$ cat config.mk
export PLATFORM = sky130hd
export DESIGN_NAME = gpio_irq_detector
export DESIGN_NICKNAME = d
export VERILOG_FILES = /design/src/rtl/gpio_irq_pkg.sv /design/src/rtl/irq_cfg_regs.sv /design/src/rtl/irq_detect.sv /design/src/rtl/irq_combine.sv /design/src/rtl/gpio_irq_detector.sv
export SDC_FILE = /design/constraint.sdc
export NUM_CORES = 1
export LEC_CHECK = 0
export ABC_AREA = 1
export BUFFER_PORTS_ARGS = -buffer_cell sky130_fd_sc_hd__buf_2
export CAP_MARGIN = 40
export CORE_AREA = 4 4 73 88
export CTS_CLUSTER_SIZE = 12
export DETAILED_ROUTE_END_ITERATION = 6
export DIE_AREA = 0 0 77 92
export GPL_ROUTABILITY_DRIVEN = 0
export GPL_TIMING_DRIVEN = 0
export PLACE_DENSITY = 0.85
export SETUP_SLACK_MARGIN = 0.3
export SYNTH_ARGS = -nofsm -noshare
export SYNTH_HDL_FRONTEND = slang
export SYNTH_SLANG_ARGS = --single-unit
export TNS_END_PERCENT = 1
$ cat constraint.sdc
create_clock -name clk -period 1.5 [get_ports clk]
set_clock_uncertainty 0.05 [all_clocks]
set_input_delay 0.225 -clock clk [delete_from_list [all_inputs] [get_ports clk]]
set_output_delay 0.225 -clock clk [all_outputs]
set_load 0.05 [all_outputs]
$ cat src/rtl/gpio_irq_pkg.sv
package gpio_irq_pkg;
  localparam int ADDR_W = 12;

  // Offsets shared with the port's register decode
  localparam logic [ADDR_W-1:0] OFS_SENSE = 12'h404;
  localparam logic [ADDR_W-1:0] OFS_BOTH  = 12'h408;
  localparam logic [ADDR_W-1:0] OFS_POL   = 12'h40C;
  localparam logic [ADDR_W-1:0] OFS_EN    = 12'h410;
  localparam logic [ADDR_W-1:0] OFS_RAW   = 12'h414;
  localparam logic [ADDR_W-1:0] OFS_MASK  = 12'h418;
  localparam logic [ADDR_W-1:0] OFS_CLR   = 12'h41C;

  // Edge qualifier for one pin: both-edge overrides polarity
  function automatic logic edge_event(input logic rise, input logic fall,
                                      input logic pol, input logic both);
    if (both) return rise | fall;
    return pol ? rise : fall;
  endfunction

  // Level qualifier for one pin
  function automatic logic level_active(input logic pin, input logic pol);
    return pol ? pin : ~pin;
  endfunction
endpackage

$ cat src/rtl/irq_cfg_regs.sv
module irq_cfg_regs
  import gpio_irq_pkg::*;
#(
  parameter int NPINS = 8
) (
  input  logic              clk,
  input  logic              rst_n,
  input  logic              reg_wr,
  input  logic [ADDR_W-1:0] reg_addr,
  input  logic [NPINS-1:0]  reg_wdata,
  output logic [NPINS-1:0]  sense_q,
  output logic [NPINS-1:0]  both_q,
  output logic [NPINS-1:0]  pol_q,
  output logic [NPINS-1:0]  en_q,
  output logic [NPINS-1:0]  clr_mask
);
  logic wr_sense, wr_both, wr_pol, wr_en;

  assign wr_sense = reg_wr && (reg_addr == OFS_SENSE);
  assign wr_both  = reg_wr && (reg_addr == OFS_BOTH);
  assign wr_pol   = reg_wr && (reg_addr == OFS_POL);
  assign wr_en    = reg_wr && (reg_addr == OFS_EN);

  // One-cycle clear pulse, not stored
  assign clr_mask = (reg_wr && (reg_addr == OFS_CLR)) ? reg_wdata : '0;

  always_ff @(posedge clk or negedge rst_n) begin
    if (!rst_n) begin
      sense_q <= '0;
      both_q  <= '0;
      pol_q   <= '0;
      en_q    <= '0;
    end else begin
      if (wr_sense) sense_q <= reg_wdata;
      if (wr_both)  both_q  <= reg_wdata;
      if (wr_pol)   pol_q   <= reg_wdata;
      if (wr_en)    en_q    <= reg_wdata;
    end
  end
endmodule

$ cat src/rtl/irq_detect.sv
module irq_detect
  import gpio_irq_pkg::*;
#(
  parameter int NPINS = 8
) (
  input  logic             clk,
  input  logic             rst_n,
  input  logic [NPINS-1:0] pin_in,
  input  logic [NPINS-1:0] sense,
  input  logic [NPINS-1:0] both,
  input  logic [NPINS-1:0] pol,
  input  logic [NPINS-1:0] clr_mask,
  output logic [NPINS-1:0] edge_hit,
  output logic [NPINS-1:0] lat_q,
  output logic [NPINS-1:0] raw_stat,
  output logic             prev_vld
);
  logic [NPINS-1:0] prev_q;
  logic [NPINS-1:0] lat_nxt;

  for (genvar i = 0; i < NPINS; i++) begin : g_pin
    logic rise, fall, lvl;
    assign rise = pin_in[i] & ~prev_q[i];
    assign fall = ~pin_in[i] & prev_q[i];
    assign lvl  = level_active(pin_in[i], pol[i]);
    assign edge_hit[i] = prev_vld & ~sense[i] &
                         edge_event(rise, fall, pol[i], both[i]);
    // A new edge outranks a clear in the same cycle
    assign lat_nxt[i]  = (lat_q[i] & ~clr_mask[i]) | edge_hit[i];
    assign raw_stat[i] = sense[i] ? lvl : lat_q[i];
  end

  always_ff @(posedge clk or negedge rst_n) begin
    if (!rst_n) begin
      prev_q   <= '0;
      prev_vld <= 1'b0;
      lat_q    <= '0;
    end else begin
      prev_q   <= pin_in;
      prev_vld <= 1'b1;
      lat_q    <= lat_nxt;
    end
  end
endmodule

$ cat src/rtl/irq_combine.sv
module irq_combine #(
  parameter int NPINS = 8
) (
  input  logic             clk,
  input  logic             rst_n,
  input  logic [NPINS-1:0] raw_stat,
  input  logic [NPINS-1:0] en_q,
  output logic [NPINS-1:0] masked,
  output logic             irq_out
);
  assign masked = raw_stat & en_q;

  always_ff @(posedge clk or negedge rst_n) begin
    if (!rst_n) irq_out <= 1'b0;
    else        irq_out <= |masked;
  end
endmodule

$ cat src/rtl/gpio_irq_detector.sv
module gpio_irq_detector
  import gpio_irq_pkg::*;
#(
  parameter int NPINS = 8
) (
  input  logic              clk,
  input  logic              rst_n,
  input  logic [NPINS-1:0]  pin_in,
  input  logic              reg_wr,
  input  logic [ADDR_W-1:0] reg_addr,
  input  logic [NPINS-1:0]  reg_wdata,
  output logic [NPINS-1:0]  reg_rdata,
  output logic              irq_out
);
  logic [NPINS-1:0] sense_q, both_q, pol_q, en_q, clr_mask;
  logic [NPINS-1:0] edge_hit, lat_q, raw_stat, masked;
  logic             prev_vld;

  irq_cfg_regs #(.NPINS(NPINS)) cfg_i (
    .clk(clk), .rst_n(rst_n), .reg_wr(reg_wr), .reg_addr(reg_addr),
    .reg_wdata(reg_wdata), .sense_q(sense_q), .both_q(both_q),
    .pol_q(pol_q), .en_q(en_q), .clr_mask(clr_mask)
  );

  irq_detect #(.NPINS(NPINS)) det_i (
    .clk(clk), .rst_n(rst_n), .pin_in(pin_in), .sense(sense_q),
    .both(both_q), .pol(pol_q), .clr_mask(clr_mask), .edge_hit(edge_hit),
    .lat_q(lat_q), .raw_stat(raw_stat), .prev_vld(prev_vld)
  );

  irq_combine #(.NPINS(NPINS)) cmb_i (
    .clk(clk), .rst_n(rst_n), .raw_stat(raw_stat), .en_q(en_q),
    .masked(masked), .irq_out(irq_out)
  );

  always_comb begin
    case (reg_addr)
      OFS_SENSE: reg_rdata = sense_q;
      OFS_BOTH:  reg_rdata = both_q;
      OFS_POL:   reg_rdata = pol_q;
      OFS_EN:    reg_rdata = en_q;
      OFS_RAW:   reg_rdata = raw_stat;
      OFS_MASK:  reg_rdata = masked;
      default:   reg_rdata = '0;
    endcase
  end
endmodule

## Yosys cells after proc, flatten, opt, wreduce, memory -nomap -nowiden

Cells that the tools add are included.

- Equality and inequality tests: 7
- Muxes and demuxes: 50
- Bitwise logic cells: 89
- Reduce and logical (&&, ||, !) cells: 6

Operators with widths:

| kind | count |
|---|---|
| $eq A12 B11 Y1 const B | 7 |
| $mux W1 | 48 |
| $pmux W8 S6 | 1 |
| $and A1 B1 Y1 | 40 |
| $not A1 Y1 | 32 |
| $or A1 B1 Y1 | 16 |
| $and A8 B8 Y8 | 1 |
| $mux W8 | 1 |
| $reduce_or A8 Y1 | 1 |
| $logic_and A1 B1 Y1 | 5 |

- Bits in registers: 50
- Input bits: 31
- Output and inout port bits: 9
- Logic and storage cells: 160

## Logic depth before layout (Yosys ltp)

Gate-level depths: netlist of the first run.

- Word-level depth: 7
- Mapped depth: 10
- Gate-level depth less buffers: 10

## By module

From an unflattened synthesis of the first run, not the netlist that was laid out.

- Cell total of the unflattened synthesis: 526
- Area total of the unflattened synthesis: 3,547.2 µm²

By module, submodules not included:

| module | times used | cells each | area each (µm²) | seq. area each (µm²) |
|---|---|---|---|---|
| irq_cfg_regs | 1 | 175 | 1,530.2 | 800.8 |
| irq_detect | 1 | 204 | 1,315.0 | 425.4 |
| gpio_irq_detector | 1 | 123 | 590.6 | 0.0 |
| irq_combine | 1 | 24 | 111.4 | 25.0 |

## Least setup slack after synthesis of the first run

No wires, ideal clock.

- Path type: input port to output port
- Start point: input reg_addr[7]
- End point: output reg_rdata[1]
- Arrival: 1,750 ps
- Data required time: 1,225 ps
- Setup slack: -525 ps
- Cell stages on the path: 8
- Path buffers: 1
- Cell sequence: nor2_1 > nand2_2 > nor2_8 > buf_6 > nand3_1 > nand3_1 > nor2_1 > a21oi_1

- Cells in the longest elaborated chain, start to end: 2
- Elaborated cells between the ends (all ways): 7
- Classes of those cells: eq/ne: 6; mux: 1

RTL lines:

| element | line | RTL |
|---|---|---|
| start: declaration | gpio_irq_detector.sv:10 | `input logic [ADDR_W-1:0] reg_addr,` |
| $eq A12 B11 Y1 | gpio_irq_detector.sv:37 | `case (reg_addr)` |
| $pmux W8 S6 * | gpio_irq_detector.sv:37 |  |
| end: declaration | gpio_irq_detector.sv:12 | `output logic [NPINS-1:0] reg_rdata,` |

Mark *: on every way between the ends. The rest lies on a longest branch, timed or not.

## Worst setup path after layout of the first run

- Start point: register cfg_i.pol_q[0]
- End point: output reg_rdata[0]

- Cells in the longest elaborated chain, start to end: 4

RTL lines:

| element | line | RTL |
|---|---|---|
| start: declaration | irq_cfg_regs.sv:13 | `output logic [NPINS-1:0] pol_q,` |
| start signal: assignment | irq_cfg_regs.sv:36 | `if (wr_pol) pol_q <= reg_wdata;` |
| $mux W1 | gpio_irq_pkg.sv:22 | `return pol ? pin : ~pin;` |
| $mux W1 | irq_detect.sv:30 | `assign raw_stat[i] = sense[i] ? lvl : lat_q[i];` |
| $and A8 B8 Y8 | irq_combine.sv:11 | `assign masked = raw_stat & en_q;` |
| $pmux W8 S6 * | gpio_irq_detector.sv:37 |  |

Marked as above.

==> results of run 1 <==
-- stage by stage --
step           power (mW)  TNS, ps
2_1_floorplan        1.52     -202
6_report             2.47    -2570
3_5_place_dp         1.64    -5810
4_1_cts              2.46    -2520
3_3_place_gp         1.63    -4700
5_1_grt              2.59    -3530
-- cells by family after synthesis --
kind of cell / Yosys count
and+or+nand+nor: 215
AOI/OAI and AO/OA: 72
buffers and inverters: 64
DFF: 50
adders and majority gates: 16
xor gates and xnor gates: 2
other: 1
-- final timing paths --
path | from | endpoint | cells past startpoint
setup / recovery | cfg_i.pol_q[0] | reg_rdata[0] | 8
hold / removal | pin_in[4] | det_i.prev_q[4] | 1
setup reg to reg | det_i.prev_vld | det_i.lat_q[2] | 3
hold reg to reg | cfg_i.sense_q[6] | cfg_i.sense_q[6] | 2
max in group asynchronous | rst_n | det_i.prev_q[1] | 3
min in group asynchronous | rst_n | cfg_i.pol_q[7] | 2
-- per-layer routing --
layer,track usage,up-vias,wire [um]
li1,-,1471,-
met2,0.435,147,4350
met1,0.289,1469,3220
met3,0.0432,44,645
met4,0.163,0,469
met5,0,-,0
-- where the power goes --
part           internal (mW)  switching [mW]  total (mW)
clock network          0.373           0.440       0.813
registers               1.36          0.0121        1.38
logic                  0.104           0.181       0.285
-- timing repair --
action,CTS,global route
gates resized for setup,66,34
pin swaps,15,19
buffers inserted,15,4
endpoints found under the setup margin,39,46
hold buffers,1,0
endpoints found under the hold margin,20,0
-- sequential cells by signal (all words and copies together), names as in the netlist --
| register | cells |
|---|---|
| cfg_i.both_q | 8 |
| cfg_i.en_q | 8 |
| cfg_i.pol_q | 8 |
| cfg_i.sense_q | 8 |
| cmb_i.irq_out | 1 |
| det_i.lat_q | 8 |
| det_i.prev_q | 8 |
| det_i.prev_vld | 1 |
-- area by class of cell --
type | instances | area [um2]
sequential | 50 | 1250
clock inverter | 1 | 5.00
clock buffer | 7 | 86.3
fill | 376 | 1470
timing repair buffer | 60 | 467
inverter | 58 | 235
multi-input combinational | 306 | 1920
buffer | 6 | 81.3
tap | 64 | 80.1
-- worst register-to-register path, stage by stage (launching register included) --
cell     delay, ps
dfrtp_1        340
buf_1          520
nand4_1        220
nand2_1        120
-- layout by cell type, fill, tap and decap left out, types with 3 or more instances in the layout --
| master | instances |
|---|---|
| nand4_1 | 5 |
| buf_8 | 5 |
| nand2_2 | 11 |
| nand3_4 | 3 |
| nand2_1 | 103 |
| clkbuf_8 | 6 |
| nand3_2 | 11 |
| o21ai_1 | 24 |
| dfrtp_1 | 50 |
| nor2_2 | 9 |
| buf_4 | 19 |
| a21oi_1 | 7 |
| nand2_4 | 6 |
| a21oi_4 | 4 |
| o21ai_2 | 18 |
| nor2_4 | 12 |
| inv_1 | 50 |
| nand3_1 | 17 |
| buf_6 | 11 |
| buf_2 | 25 |
| inv_2 | 4 |
| o21ai_0 | 11 |
| buf_12 | 3 |
| ha_1 | 16 |
| nor2_1 | 31 |
==> impl_metrics.json, run 1 <==
{
  "post-route-min-period_ps": 1860,
  "worst_skew_pair.late_latency_ps": 300,
  "crit_type": "reg -> out",
  "ys_seq_area_frac": 0.400,
  "synth_fa_ha_area_frac": 0.0640,
  "ys_types": 29,
  "power_density_nw_per_um2": 601,
  "violations": "negative setup slack",
  "grt_pass1_vias": 3167,
  "ios": 40,
  "antenna_left": 0,
  "crit_top_cell": "nor2_1",
  "hold_path.class": "in -> reg",
  "rsz0062_at_grt": "yes",
  "finalNonFillerCells": 552,
  "core-area_um2": 5590,
  "path_cells": "inv_1, nor2_1, o21ai_1, o211ai_1, nor2_1, nor2_1, nand2_2, buf_8",
  "grt_overflow_total": 0,
  "crit_slowest_cell": "dfrtp_1",
  "synth.largest_area_cell": "dfrtp_1",
  "synth_cells": 420,
  "ys_seq_elements": 50,
  "p_leak_nw": 2.05,
  "finish.utilization": 0.737,
  "yosysWarnings": 0,
  "critPathMaxFanout": 4,
  "required_ps": 1220,
  "post-route-period-util": 1.24,
  "n_antenna_cell": 0,
  "synthMostInstantiatedCell": "nand2_1",
  "synthTopCellsByCount": "nand2_1 (115), inv_1 (53), dfrtp_1 (50)",
  "relSlewSlack": 0.554,
  "final_nets": 534,
  "hold_ws_ps": 13.3,
  "drive_gt1_frac": 0.328,
  "synth_fp_nets": 467,
  "grt_pass1_wl_um": 14400,
  "final_hold_viol_count": 0,
  "drtIter0Drc": 249,
  "finalSetupViolCount": 8,
  "rrSetupSlack_ps": 200,
  "htree_levels": 2,
  "place_ws_ps": -504,
  "slowest_delay_ps": 410,
  "synth_edf_count": 0,
  "synth_top_family_by_area": "simple AND/OR/NAND/NOR gates",
  "rows": 30,
  "grt_max_degree": 31,
  "die_h_um": 92,
  "synth_top_area_frac": 0.400,
  "totalWireLength_um": 8690,
  "synthXorXnorAreaFrac": 0.00560,
  "cp_num_buf_inv": 2,
  "placed_cells": 524,
  "finalMaxSlewViolations": 0,
  "avgRoutedWirePerCell_um": 15.7,
  "synth_compound_area_frac": 0.140,
  "antenna_found_initial": 0,
  "viasPerCell": 5.67,
  "synth_ff_type": "dfrtp_1",
  "cap_violations": 0,
  "irDropWorstVdd_mv": 0.547,
  "synth_area_leaders": "dfrtp_1 (40%), nand2_1 (14%), ha_1 (6.4%), inv_1 (6.4%), nor2_1 (5.8%)",
  "synth-simple-area-share": 0.305,
  "fp.dieW_um": 77,
  "avgSynthCellArea_um2": 7.45,
  "arrival_ps": 1590,
  "status": "finished, violations left",
  "fin_area_um2": 4120,
  "cts_buffers": 5,
  "portBuffers": 39,
  "cts_sinks": 50,
  "worst_slack_ps": -362,
  "track_usage": 0.253,
  "cts_tree": "built",
  "cts_max_path_buffers": 2,
  "start_util": 0.559,
  "cp_top_family": "flip-flops",
  "area_growth_pct": 31.8,
  "cts_root_buf": "clkbuf_8",
  "place_hpwl_um": 5800,
  "worst_setup_path_start_kind": "flip-flop",
  "place_area_um2": 3540,
  "synth.area.mux_share": 0,
  "num_vias": 3131,
  "synthArstFlopShare": 1.00,
  "tightest_slew_ps": 669,
  "die_area_um2": 7080,
  "worstSetupEndpointType": "output port",
  "syn-cell-area_um2": 3130,
  "max_freq_ghz": 0.537,
  "clk_pin_slew_ps": 90,
  "drc_errors": 0,
  "drt_first_pass_iters": 5
}
Power figures use the tool's default switching activity.
==> run 2: changes to the inputs <==
--- a/config.mk
+++ b/config.mk
@@ -16,6 +16,7 @@
 export GPL_TIMING_DRIVEN = 0
 export PLACE_DENSITY = 0.85
 export SETUP_SLACK_MARGIN = 0.3
+export SKIP_CTS_REPAIR_TIMING = 1
 export SYNTH_ARGS = -nofsm -noshare
 export SYNTH_HDL_FRONTEND = slang
 export SYNTH_SLANG_ARGS = --single-unit
==> impl_metrics.json, run 2 (synthesis results as in run 1) <==
{
  "final_nets": 529,
  "area_growth_pct": 27.0,
  "layout_common_cells": "nand2_1 (107), inv_1 (50), dfrtp_1 (46)",
  "grt_pass1_wl_um": 13200,
  "post-route-period-util": 1.26,
  "rsz0062_at_grt": "yes",
  "grt_max_degree": 31,
  "worstSetupEndpointType": "output port",
  "critPathMaxFanout": 3,
  "crit_type": "reg -> out",
  "power_density_nw_per_um2": 620,
  "antenna_found_initial": 0,
  "tns_ps": -2650,
  "drc_errors": 0,
  "register_area_um2": 1260,
  "num_vias": 3063,
  "start_util": 0.559,
  "hold_path.class": "in -> reg",
  "finalSetupViolCount": 8,
  "cts_tree": "built",
  "totalWireLength_um": 8240,
  "max_freq_ghz": 0.528,
  "worst_slack_ps": -392,
  "viasPerCell": 5.60,
  "path_cells": "or2_4, a21boi_2, nand2_1, nand2_1, nor2_2, a21oi_4, buf_6",
  "portBuffers": 39,
  "fin_area_um2": 3970,
  "cts_max_path_buffers": 2,
  "cap_violations": 0,
  "drive_gt1_frac": 0.313,
  "required_ps": 1220,
  "place_area_um2": 3540,
  "finalNonFillerCells": 547,
  "multi_input_area_um2": 1850,
  "ios": 40,
  "p_leak_nw": 2.00,
  "cts_root_buf": "clkbuf_8",
  "place_hpwl_um": 5800,
  "antenna_left": 0,
  "final_hold_viol_count": 0,
  "fillers": 416,
  "die_area_um2": 7080,
  "status": "finished, violations left",
  "drt_first_pass_iters": 5,
  "tightest_slew_ps": 643,
  "avgRoutedWirePerCell_um": 15.1,
  "slowest_delay_ps": 420,
  "arrival_ps": 1620,
  "crit_slowest_cell": "dfrtp_2",
  "relSlewSlack": 0.572,
  "finalPower_mw": 2.46,
  "irDropWorstVdd_mv": 0.558,
  "place_ws_ps": -504,
  "post-route-min-period_ps": 1890,
  "n_antenna_cell": 0,
  "grt_pass1_vias": 2937,
  "worst_setup_path_start_kind": "flip-flop",
  "placed_cells": 524,
  "finalMaxSlewViolations": 0,
  "cts_sinks": 50,
  "htree_levels": 2,
  "grt_overflow_total": 0,
  "drtIter0Drc": 225,
  "clk_pin_slew_ps": 90,
  "violations": "negative setup slack",
  "cts_buffers": 5,
  "fp.dieW_um": 77,
  "track_usage": 0.232,
  "die_h_um": 92,
  "final_common_cell": "nand2_1",
  "rows": 30,
  "crit_top_cell": "nand2_1",
  "worst_skew_pair.late_latency_ps": 300,
  "core-area_um2": 5590
}
## run 2: cell types whose count changed in the layout (fill, tap and decap cells not counted), sizes merged
cell and delta:
buf -5
## run 2: layout make-up
type                            count  area share
Buffer                              6      0.0164
Tap cell                           64      0.0202
Timing Repair Buffer               55       0.100
Clock inverter                      1     0.00126
Inverter                           58      0.0579
Clock buffer                        7      0.0217
Multi-Input combinational cell    306       0.466
Sequential cell                    50       0.316
## run 2: per-layer routing
layer  up-vias  global-route usage  routed length [um]
met2       115               0.402                4060
li1       1462                   -                   -
met1      1458               0.271                3280
met3        28              0.0373                 546
met5         -                   0                   0
met4         0               0.132                 352
## run 2: path summary, 6_finish.rpt
| check | startpoint | end | slack (ps) | cells after the start |
|---|---|---|---|---|
| max in group asynchronous | rst_n | cfg_i.pol_q[1] | 490 | 3 |
| hold / removal | pin_in[1] | det_i.prev_q[1] | 10 | 1 |
| hold reg to reg | cfg_i.sense_q[6] | cfg_i.sense_q[6] | 450 | 2 |
| setup / recovery | cfg_i.sense_q[7] | reg_rdata[7] | -390 | 7 |
| setup reg to reg | det_i.prev_vld | det_i.lat_q[5] | 220 | 3 |
| min in group asynchronous | rst_n | cfg_i.pol_q[7] | 360 | 2 |
## run 2: metrics by stage
stage	hold slack, ps	utilization
after floorplan	-121	-
after global placement	327	0.629
after detailed placement	174	0.633
after CTS	-155	0.649
after global routing	10.6	0.711
final	13.3	0.711
## run 2: worst max-delay path, delay by kind of cell, from the launching register on
| family | cells | cell delay [ps] |
|---|---|---|
| AO/OA/AOI/OAI | 2 | 220 |
| buffers and inverters | 1 | 160 |
| flip-flops | 1 | 420 |
| AND/OR/NAND/NOR | 4 | 520 |
## run 2: report_power, final
| group | total (mW) | switching [mW] | leakage [nW] | internal (mW) |
|---|---|---|---|---|
| combinational | 0.269 | 0.173 | 1.32 | 0.0962 |
| sequential | 1.38 | 0.0124 | 0.629 | 1.36 |
| clock | 0.817 | 0.444 | 0.0482 | 0.373 |
